===== src/rtl/spare_col_remap.sv =====
module spare_col_remap #(
  parameter int ROWS = 8,
  parameter int COLS = 8
) (
  input  logic                   clk,
  input  logic                   rst_n,
  input  logic                   clr,
  input  logic                   wr_en,
  input  logic [((ROWS>1)?$clog2(ROWS):1)-1:0] wr_row,
  input  logic [$clog2(COLS+1)-1:0] wr_col,
  input  logic [((ROWS>1)?$clog2(ROWS):1)-1:0] lk_row,
  input  logic [$clog2(COLS+1)-1:0] lk_col,
  output logic [$clog2(COLS+1)-1:0] lk_phys,
  output logic [ROWS*COLS-1:0]   sel,
  output logic [ROWS-1:0]        unrep
);
  localparam int CW = $clog2(COLS+1);
  localparam int RW = (ROWS > 1) ? $clog2(ROWS) : 1;

  logic [ROWS-1:0] vld_q, unrep_q;
  logic [CW-1:0]   idx_q [ROWS];

  wire wr_ok = wr_en && (wr_col <= CW'(COLS)) && (int'(wr_row) < ROWS);

  always_ff @(posedge clk or negedge rst_n) begin
    if (!rst_n) begin
      vld_q   <= '0;
      unrep_q <= '0;
      for (int r = 0; r < ROWS; r++) idx_q[r] <= '0;
    end else if (clr) begin
      vld_q   <= '0;
      unrep_q <= '0;
      for (int r = 0; r < ROWS; r++) idx_q[r] <= '0;
    end else if (wr_ok) begin
      if (vld_q[wr_row]) unrep_q[wr_row] <= 1'b1;
      else begin
        vld_q[wr_row] <= 1'b1;
        idx_q[wr_row] <= wr_col;
      end
    end
  end

  wire hit = vld_q[lk_row] && (lk_col >= idx_q[lk_row]);
  assign lk_phys = lk_col + CW'(hit);
  assign unrep   = unrep_q;

  for (genvar r = 0; r < ROWS; r++) begin : g_row
    for (genvar i = 0; i < COLS; i++) begin : g_cell
      assign sel[r*COLS + i] = vld_q[r] && (CW'(i) >= idx_q[r]);
    end
    wire [COLS-1:0] row_sel = sel[r*COLS +: COLS];
    // once a row starts shifting, every higher cell shifts too
    a_r4_thermometer: assert property (@(posedge clk) disable iff (!rst_n)
      ((row_sel << 1) & ~row_sel) == '0);
  end

  a_r1_clear: assert property (@(posedge clk) disable iff (!rst_n)
    clr |=> (sel == '0 && unrep == '0));

  a_r3_range: assert property (@(posedge clk) disable iff (!rst_n)
    (lk_col < CW'(COLS)) |-> (lk_phys == lk_col || lk_phys == lk_col + CW'(1)));

  a_r5_sticky: assert property (@(posedge clk) disable iff (!rst_n)
    !clr |=> ((unrep & $past(unrep)) == $past(unrep)));

  a_r5_keep_first: assert property (@(posedge clk) disable iff (!rst_n)
    (wr_ok && !clr && vld_q[wr_row]) |=>
      (idx_q[$past(wr_row)] == $past(idx_q[wr_row]) && unrep[$past(wr_row)]));

  a_r7_clear_wins: assert property (@(posedge clk) disable iff (!rst_n)
    (clr && wr_en) |=> (vld_q == '0));
endmodule


===== config.mk =====
export PLATFORM = sky130hd
export DESIGN_NAME = spare_col_remap
export DESIGN_NICKNAME = d
export VERILOG_FILES = /design/src/rtl/spare_col_remap.sv
export SDC_FILE = /design/constraint.sdc
export NUM_CORES = 1
export LEC_CHECK = 0
export BUFFER_PORTS_ARGS = -buffer_cell sky130_fd_sc_hd__buf_2
export CORE_ASPECT_RATIO = 2
export CORE_UTILIZATION = 52
export CTS_CLUSTER_DIAMETER = 60
export CTS_CLUSTER_SIZE = 20
export DETAILED_ROUTE_END_ITERATION = 8
export PLACE_DENSITY = 0.81
export SKIP_LAST_GASP = 1
export SYNTH_ARGS = -nofsm -noshare
export SYNTH_HDL_FRONTEND = slang
export SYNTH_SLANG_ARGS = --single-unit
export TNS_END_PERCENT = 50

===== constraint.sdc =====
create_clock -name clk -period 5.13 [get_ports clk]
set_input_delay 1.026 -clock clk [delete_from_list [all_inputs] [get_ports clk]]
set_output_delay 1.026 -clock clk [all_outputs]
set_load 0.01 [all_outputs]

# Word level (Yosys, flattened, before mapping)
# Index checks and enable logic that the tools add are counted.
[word_totals] output_inout_bits=76 elab_cells=181 regBits=48 inputBits=18
[classes] n_eq_ne=1 bitwise=4 mux=21 magnitude_cmp=72 n_reduce_logical=72 n_addsub=1
[op_table] cell=">= comparator 3 x 4 -> 1 bit, first input constant" n=32
[op_table] cell="2-to-1 mux 32 bit" n=3
[op_table] cell="logical AND 1 bit" n=68
[op_table] cell=">= comparator 1 x 4 -> 1 bit, first input constant" n=16
[op_table] cell=">= comparator 2 x 4 -> 1 bit, first input constant" n=16
[op_table] cell="2-to-1 mux 8 bit" n=6
[op_table] cell="bitwise mux 32 bit" n=1
[op_table] cell="OR 8 bit" n=2
[op_table] cell="binary-select mux 4 bit (select 3 bit)" n=1
[op_table] cell="demux 4 bit (select 3 bit)" n=1
[op_table] cell="2-to-1 mux 4 bit" n=3
[op_table] cell=">= comparator 4 bit, second input constant" n=2
[op_table] cell="less-than comparator 3 x 4 -> 1 bit, second input constant" n=2
[op_table] cell="NOT 3 -> 4 bit" n=2
[op_table] cell="binary-select mux 1 bit (select 3 bit)" n=2
[op_table] cell="adder 4 x 1 -> 4 bit" n=1
[op_table] cell=">= comparator 4 bit" n=1
[op_table] cell="<= comparator 4 bit, second input constant" n=1
[op_table] cell="less-than comparator 4 x 1 -> 1 bit, second input constant" n=1
[op_table] cell="AND reduction 2 bit" n=2
[op_table] cell="nonzero test 2 bit" n=2
[op_table] cell="demux 1 bit (select 3 bit)" n=1
[op_table] cell=">= comparator 3 x 1 -> 1 bit, second input constant" n=1
[op_table] cell="2-to-1 mux 1 bit" n=3
[op_table] cell="inequality test 2 bit, second input constant" n=1

# Depth between registers and ports, before layout
[depth] ltp_word=9 mapped_depth=11 ltp_nobuf=10

# Worst setup path after synthesis
# OpenSTA, ideal clock, no wires.
[synth_path] path_type="input port to output port" from="input port lk_row[0] in the netlist's numbering" to="output port lk_phys[2]" arrival_time_ps=3274 setup_slack_ps=830 t_required_ps=4104 stages=10 n_path_buf=1 cell_sequence="buf_2 mux4_2 mux2_2 ha_1 o21ai_0 a21oi_1 o21a_1 ha_1 ha_1 xor2_1"
[synth_between] elab_chain_cells=7
[synth_rtl] element="from (decl)" line_no="11" text="input logic [((ROWS>1)?$clog2(ROWS):1)-1:0] lk_row,"
[synth_rtl] element="NOT 3 -> 4 bit (not written as such)" line_no="43" text="wire hit = vld_q[lk_row] && (lk_col >= idx_q[lk_row]);"
[synth_rtl] element="binary-select mux 4 bit (select 3 bit)" line_no="43"
[synth_rtl] element="2-to-1 mux 4 bit (not written as such) (2 in series)" line_no="43"
[synth_rtl] element=">= comparator 4 bit" line_no="43"
[synth_rtl] element="logical AND 1 bit *" line_no="43"
[synth_rtl] element="adder 4 x 1 -> 4 bit *" line_no="44" text="assign lk_phys = lk_col + CW'(hit);"
[synth_rtl] element="to (decl)" line_no="13" text="output logic [$clog2(COLS+1)-1:0] lk_phys,"
# Mark *: on every way between the ends. The rest lies on a longest branch, timed or not. The select of a mux whose other input is x is not followed.

# Worst setup path in the final report
# Ends and elaborated chain as after synthesis.

==> results.py <==
metrics = {
    "timing": {
        "fin_crit_sh_pct": 87.8,
        "worst_slack_ns": 0.627,
        "hold_violations": 0,
        "drv_slew": 0,
        "slew_headroom_pct": 30.3,
        "worst_pin_slew_ns": 1.04,
        "finClkSkew_ns": 0.00229,
        "max_freq_mhz": 222,
        "period_needed_ns": 4.50,
        "rsz0062_at_grt": "false",
        "setup_viol": 0,
        "holdWs_ns": 0.501,
        "tns_ns": 0,
    },
    "worst_setup_path": {
        "critPathKind": "primary input to output pin",
        "startpoint_type": "primary input",
        "crit_arrival_ns": 3.48,
        "rrSetupSlack_ns": 3.67,
        "crit_path_end": "lk_phys[2]",
        "critPathMaxFanout": 9,
        "reg2reg_to": "idx_q[18]$_DFFE_PN0P_",
        "cp.required_ns": 4.10,
        "reg2reg_from": "vld_q[3]$_DFFE_PN0P_",
        "r2r_cells": 3,
        "critPathLaunch": "lk_row[0]",
        "cp-end-kind": "output pin",
    },
    "final_layout": {
        "final_common_cell": "buf_2",
        "fin_nets": 409,
        "area.growth.synth_to_final_pct": 19.6,
        "n_antenna_cell": 0,
        "regArea_um2": 1200,
        "multiInputGateArea_um2": 1650,
        "drive_gt1_share_pct": 34.5,
        "instances_no_fill": 447,
        "mostFrequentLayoutCells": "93 x buf_2, 65 x nor2_1, 48 x dfrtp_1",
        "fin_area_um2": 3640,
        "n_fill_cell": 479,
        "utilization_pct": 64.4,
    },
    "floorplan": {
        "die_w_um": 56.1,
        "die_height_um": 110,
        "rows": 39,
        "io-pin-count": 94,
        "core_um2": 5660,
        "initial_core_util_pct": 53.8,
        "dieArea_um2": 6190,
    },
    "logic_synthesis": {
        "yosysWarnings": 0,
        "ys_types": 32,
        "yosys.area.top_type": "dfrtp_1",
        "ys_seq_elements": 48,
        "syn-cell-area_um2": 3050,
        "syn_nets": 331,
        "seq_area_frac_synth_pct": 39.4,
        "async_flop_share_pct": 100,
        "synth-edff-count": 0,
        "synth_area_leaders": "dfrtp_1 39%, mux2i_1 11%, nor2_1 8.0%",
        "syn_area_per_cell_um2": 9.92,
        "syn_inst": 307,
        "synth_top_area_share_pct": 39.4,
        "ys.flop_type": "dfrtp_1",
    },
    "placed_design": {
        "hpwl_um": 5430,
        "numPortBuffers": 93,
        "preCtsSetupSlack_ns": 0.649,
        "place_congestion": 0.884,
        "dpl.cell_count": 439,
        "postPlaceCellArea_um2": 3470,
    },
    "global_routing": {
        "first_global_vias": 2399,
        "grt_pass1_wl_um": 11800,
        "antenna_found_initial": 0,
        "grt_usage_pct": 25.0,
        "gr-total-overflow": 0,
        "grt_max_degree": 49,
    },
    "cts": {
        "cts_hold_buf": 0,
        "clkTransAtPathRegs_ns": 0.06,
        "clock_latency_ns": 0.28,
        "numCtsBuffers": 5,
        "cts.repair.resized": 0,
        "cts_buffer_depth": 2,
        "cts.sinks": 48,
        "htreeDepth": 2,
        "post_cts_buffers": 0,
        "cts_tree": "built",
        "clockRootBuffer": "clkbuf_16",
    },
    "pwr": {
        "total_power_uw": 883,
        "irDropWorstVdd_v": 0.000365,
        "power.leakage_nw": 1.93,
        "power.density_nw_per_um2": 242,
    },
    "route": {
        "ant_nets": 0,
        "drt-initial-drc-count": 90,
        "route.detailed.drc": 0,
        "drt_wl_total_um": 7550,
        "first_pass_iters": 4,
        "viasPerCell": 5.83,
        "wl_per_cell_um": 16.9,
        "vias": 2605,
    },
    "outcome": {
        "status": "complete, no violations",
    },
    "min_path": {
        "hp-class": "register to register",
    },
    "run": {
        "cap_violations": 0,
    },
}
how the worst min path moves through the flow:
stage                                startpoint                     to  slack, ns  depth (start not counted)
after global placement     unrep[7]$_DFFE_PN0P_   unrep[7]$_DFFE_PN0P_       0.48                          2
final                      unrep[7]$_DFFE_PN0P_   unrep[7]$_DFFE_PN0P_       0.50                          2
after floorplan           idx_q[23]$_DFFE_PN0P_  idx_q[23]$_DFFE_PN0P_       0.49                          2
after global routing       unrep[5]$_DFFE_PN0P_   unrep[5]$_DFFE_PN0P_       0.53                          2
after CTS                  unrep[7]$_DFFE_PN0P_   unrep[7]$_DFFE_PN0P_       0.51                          2
after detailed placement   unrep[7]$_DFFE_PN0P_   unrep[7]$_DFFE_PN0P_       0.49                          2
registers in the layout, indices dropped and copies added (netlist names):
signal / count
idx_q: 32
vld_q: 8
unrep: 8
synthesized netlist by cell type (all sizes together) (9+ instances only):
cell type  count
mux2i         35
nor2          65
mux4          10
dfrtp         48
clkbuf        15
or2            9
nand2b        12
a31oi         15
a21oi         25
inv           19
cell families after synthesis:
kind of cell,count (synthesis),synth area share [%]
multiplexers,47,19.6
flip-flops,48,39.4
buffers and inverters,41,6.32
adder cells (fa/ha/maj),6,2.46
AND/OR/NAND/NOR,111,21.2
AO/OA/AOI/OAI,52,10.3
XOR/XNOR,2,0.575
worst max-delay path: stages:
cell and delay, ns:
buf_2 0.25, mux4_2 0.54, mux2_2 0.29, ha_1 0.28
o21ai_0 0.18, a21oi_1 0.09, o21a_1 0.17, ha_1 0.19
ha_1 0.19, xor2_1 0.13, buf_2 0.13
routing by layer:
layer | up-vias | track usage, % | part of all wire, %
li1 | 1223 | - | -
met4 | 0 | 11.7 | 2.3
met2 | 79 | 45.6 | 56
met5 | - | 0 | 0
met3 | 12 | 4.32 | 4.2
met1 | 1291 | 28.1 | 37
final cells by class:
type                    count  area share [%]
clock buffers               6            3.81
clock inverters             2            1.06
inverters                  19            1.96
multi-input cells         218            45.3
flip-flops and latches     48            33.0
well taps                  61            2.09
repair buffers             93            12.8
power by group:
part / switching, mW / total (mW) / internal [mW] / leakage [nW]
combinational: 0.0665 / 0.105 / 0.0388 / 1.18
sequential: 0.00946 / 0.393 / 0.383 / 0.668
clock: 0.141 / 0.385 / 0.244 / 0.0871
total: 0.216 / 0.883 / 0.666 / 1.93
(Power assumes the default switching activity.)
